## config.mk

```make
export PLATFORM = sky130hd
export DESIGN_NAME = pwm_breathe
export DESIGN_NICKNAME = d
export VERILOG_FILES = /design/src/rtl/pwm_breathe_pkg.sv /design/src/rtl/pwm_frame_counter.sv /design/src/rtl/pwm_duty_sweeper.sv /design/src/rtl/pwm_out_stage.sv /design/src/rtl/pwm_breathe.sv
export SDC_FILE = /design/constraint.sdc
export NUM_CORES = 1
export LEC_CHECK = 0
export ABC_AREA = 1
export BUFFER_PORTS_ARGS = -buffer_cell sky130_fd_sc_hd__buf_2
export CAP_MARGIN = 20
export CORE_UTILIZATION = 53
export DETAILED_ROUTE_END_ITERATION = 10
export GPL_TIMING_DRIVEN = 0
export PLACE_DENSITY = 0.77
export SYNTH_ARGS = -nofsm -noshare
export SYNTH_HDL_FRONTEND = slang
export SYNTH_SLANG_ARGS = --single-unit
```

## constraint.sdc

```tcl
create_clock -name clk -period 2.75 [get_ports clk]
set_input_delay 0.275 -clock clk [delete_from_list [all_inputs] [get_ports clk]]
set_output_delay 0.275 -clock clk [all_outputs]
set_load 0.05 [all_outputs]
```

## src/rtl/pwm_breathe_pkg.sv

```systemverilog
package pwm_breathe_pkg;

    typedef enum logic {
        DIR_UP   = 1'b0,
        DIR_DOWN = 1'b1
    } sweep_dir_e;

    // Increase with saturation at ceil_v.
    function automatic logic [31:0] rise_sat(input logic [31:0] cur,
                                             input logic [31:0] step,
                                             input logic [31:0] ceil_v);
        logic [31:0] sum;
        sum = cur + step;
        return (sum > ceil_v) ? ceil_v : sum;
    endfunction

    // Decrease with saturation at zero; an out-of-range start is pulled to ceil_v.
    function automatic logic [31:0] fall_sat(input logic [31:0] cur,
                                             input logic [31:0] step,
                                             input logic [31:0] ceil_v);
        logic [31:0] dif;
        dif = (cur <= step) ? 32'd0 : (cur - step);
        return (dif > ceil_v) ? ceil_v : dif;
    endfunction

endpackage

```

## src/rtl/pwm_frame_counter.sv

```systemverilog
module pwm_frame_counter #(
    parameter int unsigned PERIOD = 50000,
    localparam int unsigned CNT_W = $clog2(PERIOD)
) (
    input  logic             clk,
    input  logic             rst,
    output logic [CNT_W-1:0] cnt_o,
    output logic [CNT_W-1:0] cnt_nxt_o,
    output logic             wrap_o
);

    logic [CNT_W-1:0] cnt_q;

    assign wrap_o = (cnt_q == CNT_W'(PERIOD - 1));

    always_comb begin
        if (rst || wrap_o) cnt_nxt_o = '0;
        else               cnt_nxt_o = cnt_q + 1'b1;
    end

    always_ff @(posedge clk) cnt_q <= cnt_nxt_o;

    assign cnt_o = cnt_q;

    AST_CNT_RANGE: assert property (@(posedge clk) disable iff (rst)
        32'(cnt_q) < PERIOD);
    AST_CNT_ADVANCE: assert property (@(posedge clk) disable iff (rst)
        !wrap_o |=> cnt_q == $past(cnt_q) + 1'b1);
    AST_CNT_RESTART: assert property (@(posedge clk) disable iff (rst)
        wrap_o |=> cnt_q == '0);

endmodule

```

## src/rtl/pwm_duty_sweeper.sv

```systemverilog
module pwm_duty_sweeper
    import pwm_breathe_pkg::*;
#(
    parameter int unsigned PERIOD = 50000,
    parameter int unsigned STEP   = 50,
    localparam int unsigned DUTY_W = $clog2(PERIOD + 1)
) (
    input  logic              clk,
    input  logic              rst,
    input  logic              wrap_i,
    output logic [DUTY_W-1:0] duty_o,
    output logic [DUTY_W-1:0] duty_nxt_o
);

    typedef struct packed {
        logic [DUTY_W-1:0] duty;
        sweep_dir_e        dir;
    } sweep_st_t;

    sweep_st_t st_q, st_n;

    always_comb begin
        st_n = st_q;
        if (wrap_i) begin
            if (st_q.dir == DIR_UP) begin
                st_n.duty = DUTY_W'(rise_sat(32'(st_q.duty), STEP, PERIOD));
                if (32'(st_q.duty) + STEP >= PERIOD) st_n.dir = DIR_DOWN;
            end else begin
                st_n.duty = DUTY_W'(fall_sat(32'(st_q.duty), STEP, PERIOD));
                if (32'(st_q.duty) <= STEP) st_n.dir = DIR_UP;
            end
        end
        if (rst) begin
            st_n.duty = '0;
            st_n.dir  = DIR_UP;
        end
    end

    always_ff @(posedge clk) st_q <= st_n;

    assign duty_o     = st_q.duty;
    assign duty_nxt_o = st_n.duty;

    AST_DUTY_RANGE: assert property (@(posedge clk) disable iff (rst)
        32'(st_q.duty) <= PERIOD);
    AST_DUTY_HOLD: assert property (@(posedge clk) disable iff (rst)
        !wrap_i |=> $stable(st_q.duty));
    AST_RISE_STEP: assert property (@(posedge clk) disable iff (rst)
        (wrap_i && st_q.dir == DIR_UP && 32'(st_q.duty) + STEP < PERIOD)
        |=> 32'(st_q.duty) == 32'($past(st_q.duty)) + STEP && st_q.dir == DIR_UP);
    AST_TOP_TURN: assert property (@(posedge clk) disable iff (rst)
        (wrap_i && st_q.dir == DIR_UP && 32'(st_q.duty) + STEP >= PERIOD)
        |=> 32'(st_q.duty) == PERIOD && st_q.dir == DIR_DOWN);
    AST_BOTTOM_TURN: assert property (@(posedge clk) disable iff (rst)
        (wrap_i && st_q.dir == DIR_DOWN && 32'(st_q.duty) <= STEP)
        |=> st_q.duty == '0 && st_q.dir == DIR_UP);

endmodule

```

## src/rtl/pwm_out_stage.sv

```systemverilog
module pwm_out_stage #(
    parameter int unsigned CNT_W  = 16,
    parameter int unsigned DUTY_W = 16
) (
    input  logic              clk,
    input  logic              rst,
    input  logic              wrap_i,
    input  logic [CNT_W-1:0]  cnt_i,
    input  logic [CNT_W-1:0]  cnt_nxt_i,
    input  logic [DUTY_W-1:0] duty_nxt_i,
    output logic              pwm_o
);

    logic armed_q, armed_n;
    logic pwm_q, pwm_n;

    always_comb begin
        armed_n = (armed_q || wrap_i) && !rst;
        pwm_n   = armed_n && (DUTY_W'(cnt_nxt_i) >= duty_nxt_i);
    end

    always_ff @(posedge clk) begin
        armed_q <= armed_n;
        pwm_q   <= pwm_n;
    end

    assign pwm_o = pwm_q;

    AST_QUIET_FIRST: assert property (@(posedge clk) disable iff (rst)
        !armed_q |-> !pwm_q);
    AST_FALL_AT_WRAP: assert property (@(posedge clk) disable iff (rst)
        $fell(pwm_q) |-> cnt_i == '0);

endmodule

```

## src/rtl/pwm_breathe.sv

```systemverilog
module pwm_breathe #(
    parameter int unsigned PERIOD = 50000,
    parameter int unsigned STEP   = 50
) (
    input  logic clk,
    input  logic rst,
    output logic pwm_o
);

    localparam int unsigned CNT_W  = $clog2(PERIOD);
    localparam int unsigned DUTY_W = $clog2(PERIOD + 1);

    logic [CNT_W-1:0]  cnt, cnt_nxt;
    logic [DUTY_W-1:0] duty, duty_nxt;
    logic              wrap;

    pwm_frame_counter #(.PERIOD(PERIOD)) u_ctr (
        .clk       (clk),
        .rst       (rst),
        .cnt_o     (cnt),
        .cnt_nxt_o (cnt_nxt),
        .wrap_o    (wrap)
    );

    pwm_duty_sweeper #(.PERIOD(PERIOD), .STEP(STEP)) u_sweep (
        .clk        (clk),
        .rst        (rst),
        .wrap_i     (wrap),
        .duty_o     (duty),
        .duty_nxt_o (duty_nxt)
    );

    pwm_out_stage #(.CNT_W(CNT_W), .DUTY_W(DUTY_W)) u_out (
        .clk        (clk),
        .rst        (rst),
        .wrap_i     (wrap),
        .cnt_i      (cnt),
        .cnt_nxt_i  (cnt_nxt),
        .duty_nxt_i (duty_nxt),
        .pwm_o      (pwm_o)
    );

    initial begin
        AST_PARAM_OK: assert (PERIOD >= 2 && STEP >= 1 && STEP <= PERIOD);
    end

    AST_OUT_MATCH: assert property (@(posedge clk) disable iff (rst)
        $rose(pwm_o) |-> DUTY_W'(cnt) == duty);

endmodule

```

==> results of run 1 <==
-- per-stage QoR --
stage | hold slack (ps) | util
final | 251.2 | 0.7175
after global routing | 260.3 | 0.7175
after CTS | 227.8 | 0.6584
after detailed placement | 451.0 | 0.5812
after global placement | 442.6 | 0.5812
after floorplan | 355.8 | -
-- state kept, by name, indices dropped and copies added, names as in the netlist --
name	flops
u_sweep.duty_o	16
u_ctr.cnt_o	16
u_out.armed_q	1
u_out.pwm_o	1
u_sweep.st_q	1
-- timing repair --
action	in CTS	in global routing
gates cloned	1	0
pin swaps	29	50
setup endpoints to repair	1	1
gates resized for setup	43	57
buffers inserted	21	14
-- final cells by class --
class                   count  area (µm²)  area share
repair buffers             36       285.3     0.07090
plain buffers              10       72.57     0.01803
multi-input cells         384        2471      0.6141
clock inverters             2       16.27    0.004042
well taps                  72       90.09     0.02239
inverters                  71       285.3     0.07090
clock buffers               6       82.58     0.02052
flip-flops and latches     35       720.7      0.1791
-- per-layer routing --
metal,up-vias,share of wire
li1,1717,-
met5,-,0
met4,0,0.048
met2,192,0.48
met3,60,0.072
met1,1669,0.40
-- worst paths after layout --
kind | from | end | slack, ps | depth (start not counted)
max | u_sweep.duty_o[1] | u_out.pwm_o | -510 | 24
min | rst | u_out.armed_q | 250 | 2
max reg2reg | u_sweep.duty_o[1] | u_out.pwm_o | -510 | 24
min reg2reg | u_ctr.cnt_o[0] | u_ctr.cnt_o[0] | 450 | 1
-- logic make-up (layout without fill, tap and decap cells) --
family,Yosys count,in the layout,synth area share
AOI/OAI and AO/OA,58,58,0.1093
xor gates and xnor gates,8,8,0.02233
adders and majority gates,20,20,0.07974
buffers and inverters,81,125,0.1069
DFF,35,35,0.2233
and+or+nand+nor,297,298,0.4585
-- power breakdown --
group	internal [mW]	switching [mW]	total, mW
logic	0.0164	0.0275	0.0439
registers	0.507	0.00298	0.510
clock network	0.205	0.221	0.425
-- synthesized netlist by cell type, types with 2 or more instances --
cell type,n,area [µm²]
nor4_1,5,31.28
xor2_1,7,61.31
inv_2,13,48.80
o21ai_1,8,40.04
a31oi_1,2,12.51
clkbuf_1,4,15.01
nor2_4,3,33.78
nor3b_1,2,15.01
dfxtp_1,35,700.7
nand2_1,106,397.9
nand3_2,14,140.1
nor2_1,67,251.5
and2_1,2,12.51
o21ai_0,13,65.06
ha_1,20,250.2
a21oi_1,24,120.1
buf_6,2,22.52
nand2_2,16,100.1
nand2_4,4,45.04
clkinv_1,3,11.26
nor2_2,8,50.05
o21bai_1,2,15.01
nand4_1,7,43.79
inv_1,54,202.7
nor3_1,7,35.03
buf_2,3,15.01
nand3_1,54,270.3
==> key figures, run 1 <==
Critical path
  – Slowest stage delay, CP: ~400 ps
  – Worst setup path category: reg -> reg
  – Critical-path top delay cell: dfxtp_4
  – Worst EP required: 2950 ps
  – CP max FO: 5
  – CP arrival: 3460 ps
  – Top cell by count, worst path: nand2_4
  – Cells along the critical path: clkinv_4 > ha_4 > nand2_4 > nand2_4 > nand3_4 > nand2_4 > nand2_4 > nand3_2 > nor2_2 > nand2_1 > nand3_2 > nand2_2 > nand2_4 > nand2_8 > buf_4 > nor2_2 > o21ai_1 > ha_1 > a21oi_1 > o221ai_2 > nand2_1 > nand3_1 > nand2_1 > inv_1
  – WP buf/inv: 3
  – Critical Path Source Type: flip-flop
  – CP delay by family, top: simple AND/OR/NAND/NOR gates
  – Element type at the critical path end: flip-flop

Final layout
  – Ant diodes: 0
  – Layout area overhead: 28.23%
  – Fin area: 4024 µm²
  – Fin nets: 565
  – Leading cell type in the layout, fill and taps excluded: nand2_1
  – Fraction of layout cells with a size suffix above 1: 0.3456
  – Commonest non-fill, non-tap cells in the layout: 97 x nand2_1, 57 x nor2_1, 46 x inv_1, 41 x nand3_1, 31 x buf_4
  – Final Non-Filler Cells: about 600
  – # fillers: 453

CTS
  – CTS tree: built
  – Skew-Pair Late Insertion Delay: ~300 ps
  – Clock sink total: 35
  – Worst-path clk slew: ~80 ps
  – Hold buffer count at CTS: 0
  – CTS Root Cell: clkbuf_8
  – Num CTS Buffers: 5
  – Longest Clk Path Bufs: 2
  – H-tree Lvls: 2

Synth
  – Post-synth EDFFs: 0
  – Register bit total from synthesis: 35
  – Synth Flop Type: dfxtp_1
  – Synth warn: 0
  – Syn Nets: approximately 520
  – Synthesized area: 3138 µm²
  – Syn_area_per_cell: 6.289 µm²
  – Cells after Synth: about 500
  – Async set or reset register ratio after synthesis: 0
  – Part of the Yosys area used for sequential elements: 0.2233
  – Unique masters post-synth: 41

Timing
  – Sum Neg Setup Slack: -507.3 ps
  – Slew HR: 0.5496
  – Final hold vios: 0
  – Least-Margin Pin Slew: 673.2 ps
  – Clock skew: 7.531 ps
  – Final Max Tran Viols: 0
  – Worst Slack Setup Final: -507.3 ps
  – RSZ-0062 raised after global routing: true
  – Max Fclk: 307.0 MHz
  – Final setup viols: 1
  – Tcrit/Tclk final: 1.184
  – Final min period: 3257 ps

Place
  – Final RePlAce weighted congestion: 0.9047
  – HPWL after DPL: roughly 6000 µm
  – DP Area: 3259 µm²
  – Setup WS pre-CTS: -485.5 ps
  – Placed Instances: 573
  – IO Port Bufs: 2

Min path
  – Min-Delay Path Class: in -> reg

Routing
  – Drt pass-1 iters: 6
  – Routed wire length: 9542 µm
  – Vias: 3638
  – Via density: 5.906
  – Post-route ant nets: 0
  – DRC violations left: 0
  – Routed len/inst: about 15 µm
  – DR iter-0 viols: 348

Global route
  – Total gr overflow: 0
  – Aggregate global-route resource usage: 0.3030
  – Initial antenna violation count: 0
  – Largest net degree at the start of global routing: 13
  – First-pass GRT wire length: approximately 15000 µm
  – Met1 Use GR: 0.3780
  – Grt met3 use: 0.03793
  – GR peak layer: met2
  – Vias in the first global route: 3263
  – M2 GR Usage: 0.5209

Floorplanning
  – Die Wd: about 79 µm
  – Row count: 27
  – Die footprint: 6232 µm²
  – Initial Utilization: 0.5596
  – Die Y: 78.95 µm
  – IO Pins: 3
  – Core outline area: 5608 µm²

Power and ir drop
  – P per Cell Area: between 200 and 250 nW/µm²
  – Total power: 0.9792 mW
  – Leak: 1.820 nW
  – Worst VDD drop: 0.2293 mV

Run status
  – Run status: finished, violations left
  – Failing checks: negative setup slack

Flow run
  – Number of max-cap violations: 0
Note: power is estimated with default switching activity, not from simulation.
==> inputs of run 2 (changes only) <==
Settings changed: PLACE_DENSITY 0.77 to 0.75.
Clock period 2.75 ns to 3.3 ns, I/O delays scaled along.
==> run 2 against run 1 <==
  * The flow now finishes without violations
  * Power fell by 16%
  * Non-clock buffer count shrank 17
  * Clock power is 16% lower
  * Fmax shrank 1.2%
  * Die area did not move
  * Final area decreased by 7.6%
  * Routed wire length shrank 6.4%
  * Critical path type unchanged
  * Critical endpoint unchanged
==> key figures, run 2 (synthesized netlist as in run 1, its figures left out) <==
Timing
  – Slew HR: 0.6135
  – Final hold vios: 0
  – Final setup viols: 0
  – Worst Slack Setup Final: 3.079 ps
  – Clock skew: 6.604 ps
  – Least-Margin Pin Slew: 579.8 ps
  – Max Fclk: 303.3 MHz
  – Final Max Tran Viols: 0
  – Final min period: roughly 3300 ps
  – Tcrit/Tclk final: 0.9991
  – RSZ-0062 raised after global routing: true

Critical path
  – R2R depth: 27
  – Crit path to: u_out.pwm_o
  – Crit Reg-Reg Endpoint: u_out.pwm_o
  – CP arrival: 3500 ps
  – Worst setup path category: reg -> reg
  – Element type at the critical path end: flip-flop
  – Crit path from: u_sweep.duty_o[10]
  – CP max FO: 10
  – Worst EP required: 3500 ps
  – R2r setup slk: 3 ps
  – Critical Path Source Type: flip-flop
  – Reg2reg start: u_sweep.duty_o[10]

Global route
  – Vias in the first global route: 3125
  – First-pass GRT wire length: 13940 µm
  – Total gr overflow: 0
  – Aggregate global-route resource usage: 0.2856
  – Initial antenna violation count: 0
  – Largest net degree at the start of global routing: 13

Final layout
  – Util after Layout: 0.6631
  – Fin area: ~3700 µm²
  – Multi-input combinational cell area: 2306 µm²
  – Layout area overhead: 18.50%
  – Sequential Area: 714.4 µm²
  – Fraction of layout cells with a size suffix above 1: 0.2662
  – Leading cell type in the layout, fill and taps excluded: nand2_1
  – Fin nets: 547
  – Ant diodes: 0
  – # fillers: 513
  – Commonest non-fill, non-tap cells in the layout: 102 x nand2_1, 59 x nor2_1, 52 x inv_1, 50 x nand3_1, 26 x dfxtp_1

CTS
  – Longest Clk Path Bufs: 2
  – H-tree Lvls: 2
  – Clock sink total: 35
  – Num CTS Buffers: 5
  – CTS Root Cell: clkbuf_8
  – Skew-Pair Late Insertion Delay: 300 ps
  – CTS tree: built
  – Worst-path clk slew: 80 ps

Routing
  – Via density: 5.788
  – Routed wire length: 8930 µm
  – Routed len/inst: 14.93 µm
  – Post-route ant nets: 0
  – DR iter-0 viols: 332
  – Vias: 3461
  – DRC violations left: 0
  – Drt pass-1 iters: 6

Floorplanning
  – Core outline area: 5608 µm²
  – IO Pins: 3
  – Die footprint: 6232 µm²
  – Row count: 27
  – Die Y: 78.95 µm
  – Die Wd: 78.95 µm
  – Initial Utilization: 0.5596

Power and ir drop
  – Worst VDD drop: approximately 0.18 mV
  – Total power: about 0.8 mW
  – Leak: 1.688 nW
  – P per Cell Area: 220.7 nW/µm²

Min path
  – Min-Delay Path Class: in -> reg

Place
  – Setup WS pre-CTS: -268.0 ps
  – DP Area: 3238 µm²
  – Final RePlAce weighted congestion: 0.8907
  – IO Port Bufs: 2
  – HPWL after DPL: between 6000 and 7000 µm

Flow run
  – Number of max-cap violations: 0

Run status
  – Run status: completed
==> run 2: where the power goes <==
| group | switching [mW] | internal (mW) | leakage (nW) |
|---|---|---|---|
| Combinational | 0.0227 | 0.0134 | 1.35 |
| Clock | 0.187 | 0.171 | 0.0474 |
| Sequential | 0.00252 | 0.424 | 0.287 |
| Total | 0.212 | 0.608 | 1.69 |
==> run 2: final cells by class <==
cell class,instances,share of cell area
Sequential cell,35,0.1921
Inverter,71,0.07571
Clock inverter,2,0.004374
Tap cell,72,0.02423
Clock buffer,6,0.02221
Buffer,10,0.01952
Timing Repair Buffer,19,0.04172
Multi-Input combinational cell,383,0.6201
==> run 2: how the worst min path moves through the flow <==
stage                          endpoint          start  slack (ps)  cells after the start
after CTS                 u_out.armed_q            rst         270                      2
after global placement    u_out.armed_q  u_out.armed_q         440                      2
after global routing      u_out.armed_q            rst         290                      2
after floorplan           u_out.armed_q            rst         410                      1
final                     u_out.armed_q            rst         280                      2
after detailed placement  u_out.armed_q  u_out.armed_q         450                      2
==> run 2: worst max-delay path, stage by stage, from the launching register on <==
cell	delay, ps
dfxtp_1	310
buf_6	140
inv_4	80
nand2_1	60
nor2_2	170
nand2_2	100
nor2_4	150
nand2_4	100
buf_4	160
nand3_2	80
nand2_1	70
nor2_1	160
nand2_2	90
nand2_4	130
nand2_8	110
nor2_2	120
nor2_1	50
nor2_1	150
ha_2	180
inv_1	40
a21oi_2	100
nor2_1	50
a211oi_2	150
o221ai_1	180
nand2_1	90
nand3_1	60
nand2_1	60
inv_1	40
==> run 2: repair_timing <==
item	4_1_cts	5_1_grt
setup buffers	1	15
cloned	0	1
gates resized for setup	9	56
pin swaps	1	21
setup endpoints to repair	1	1
hold buffers	0	0
==> run 2: metrics by stage <==
stage | hold WS, ps | cells | TNS (ps)
finish | 276.5 | 598 | 0
global route | 286.6 | 598 | -158.9
CTS | 269.5 | 582 | 0
detailed placement | 446.7 | 573 | -268.0
global placement | 442.5 | 573 | -253.1
floorplan | 410.8 | 499 | 0
==> run 2: metal layers <==
layer | up-vias | global-route usage | routed length (µm)
li1 | 1681 | - | -
met4 | 0 | 0.09636 | 247
met5 | - | 0 | 0
met1 | 1619 | 0.3659 | 3786
met2 | 134 | 0.4904 | 4299
met3 | 27 | 0.03908 | 596
==> inputs of run 3 (changes only) <==
Settings changed: SETUP_SLACK_MARGIN set to 0.2.
==> run 3 against run 2 <==
  * Fmax is 5.0% higher
  * Die area is the same
  * Clock power about the same
  * Utilization rose by 5.2 points
  * Combinational power barely moved
  * Highest routed layer unchanged
==> key figures, run 3 (synthesized netlist as in run 1, its figures left out) <==
Timing
  – Final min period: ~3100 ps
  – Worst Slack Setup Final: 159.4 ps
  – Slew HR: 0.5300
  – RSZ-0062 raised after global routing: true
  – Final Max Tran Viols: 0
  – Final setup viols: 0
  – Hold WS: 281.0 ps
  – Max Fclk: ~320 MHz
  – Tcrit/Tclk final: 0.9517
  – Least-Margin Pin Slew: 702.3 ps
  – Final hold vios: 0
  – Clock skew: 7.208 ps

CTS
  – CTS tree: built
  – CTS Root Cell: clkbuf_8
  – Worst-path clk slew: 80 ps
  – Longest Clk Path Bufs: 2
  – Skew-Pair Late Insertion Delay: ~300 ps
  – Hold buffer count at CTS: 0
  – H-tree Lvls: 2
  – Num CTS Buffers: 5
  – Clock sink total: 35

Critical path
  – Cells along the critical path: inv_6 > ha_1 > inv_1 > nor4_2 > o21bai_1 > a41oi_4 > nand2_8 > buf_4 > nor2_2 > o21ai_2 > ha_1 > nand2_1 > inv_1 > o21ai_1 > nand2_1 > a21oi_2 > nand3_1 > nand2_1 > inv_1
  – R2R depth: 19
  – WP buf/inv: 5
  – Element type at the critical path end: flip-flop
  – CP arrival: 3340 ps
  – Reg2reg start: u_sweep.duty_o[2]
  – Critical-path top delay cell: a41oi_4
  – CP delay by family, top: simple AND/OR/NAND/NOR gates
  – Critical Path Source Type: flip-flop
  – Slowest stage delay, CP: 400 ps
  – R2r setup slk: 160 ps
  – CP max FO: 6
  – Crit Reg-Reg Endpoint: u_out.pwm_o
  – Worst EP required: 3500 ps
  – Worst setup path category: reg -> reg

Min path
  – Hold depth: 2
  – Worst hold start: rst
  – Min-Delay Path Class: in -> reg
  – Endpoint, Worst Hold: u_out.armed_q

Global route
  – Total gr overflow: 0
  – Initial antenna violation count: 0
  – First-pass GRT wire length: 14740 µm
  – Vias in the first global route: between 3000 and 4000
  – Largest net degree at the start of global routing: 13
  – Aggregate global-route resource usage: 0.3035

Routing
  – Routed len/inst: roughly 15 µm
  – Routed wire length: 9386 µm
  – Post-route ant nets: 0
  – DRC violations left: 0
  – DR iter-0 viols: 371
  – Drt pass-1 iters: 5
  – Vias: between 3000 and 4000
  – Via density: 5.781

Final layout
  – Final Non-Filler Cells: 611
  – Leading cell type in the layout, fill and taps excluded: nand2_1
  – Fraction of layout cells with a size suffix above 1: 0.3358
  – Layout area overhead: 27.87%
  – Ant diodes: 0
  – Fin nets: 560
  – Fin area: 4013 µm²
  – Commonest non-fill, non-tap cells in the layout: 100 x nand2_1, 55 x nor2_1, 48 x inv_1, 45 x nand3_1, 27 x buf_4

Power and ir drop
  – Total power: 0.8157 mW
  – Worst VDD drop: 0.1846 mV
  – Leak: 1.799 nW
  – P per Cell Area: 203.3 nW/µm²

Place
  – Placed Instances: 573
  – HPWL after DPL: 6251 µm
  – Final RePlAce weighted congestion: between 0.8 and 0.9
  – IO Port Bufs: 2
  – Setup WS pre-CTS: -268.0 ps
  – DP Area: 3238 µm²

Run status
  – Run status: completed

Floorplanning
  – Core outline area: about 5600 µm²
  – Die Y: around 79 µm
  – Row count: 27
  – IO Pins: 3
  – Die footprint: 6232 µm²
  – Initial Utilization: 0.5596
  – Die Wd: 78.95 µm

Flow run
  – Number of max-cap violations: 0
[run 3: cell count changes in the layout (fill, tap and decap cells not counted), sizes merged]
cell	before	now
buf	24	37
clkinv	2	4
inv	70	68
clkbuf	11	10
nand2	126	127
[run 3: how the worst max path moves through the flow]
stage                     depth (start not counted)  slack, ps          startpoint          end
after floorplan                                  25        270   u_sweep.duty_o[1]  u_out.pwm_o
after detailed placement                         20       -270   u_sweep.duty_o[1]  u_out.pwm_o
after CTS                                        25        160  u_sweep.duty_o[10]  u_out.pwm_o
final                                            19        160   u_sweep.duty_o[2]  u_out.pwm_o
after global routing                             22        -20      u_ctr.cnt_o[1]  u_out.pwm_o
after global placement                           20       -250   u_sweep.duty_o[1]  u_out.pwm_o
[run 3: metal layers]
metal,track usage,routed length [µm],vias up
met5,0,0,-
met4,0.1509,370,0
met3,0.04368,615,44
met2,0.5104,4468,150
met1,0.3776,3931,1628
li1,-,-,1710
[run 3: timing repair]
item                       CTS  global route
gates cloned                 1             0
gates resized for setup     54            60
setup buffers               22             7
setup endpoints to repair    1             1
pin swaps                   34            41
[run 3: cell type report]
class                   count  area (µm²)
clock inverters             2       16.27
flip-flops and latches     35       724.4
clock buffers               6       82.58
well taps                  72       90.09
fillers                   458        1595
multi-input cells         384        2496
inverters                  71       289.0
repair buffers             31       239.0
plain buffers              10       75.07
[run 3: power breakdown]
part | switching [mW] | internal [mW] | total [mW]
logic | 0.0224 | 0.0137 | 0.0362
clock network | 0.184 | 0.171 | 0.355
registers | 0.00251 | 0.422 | 0.425
total | 0.209 | 0.607 | 0.816
[run 3: stage by stage]
step	TNS, ps	utilization
floorplan	0	-
global placement	-253.1	0.5774
detailed placement	-268.0	0.5774
CTS	0	0.6635
global route	-19.11	0.7155
finish	0	0.7155
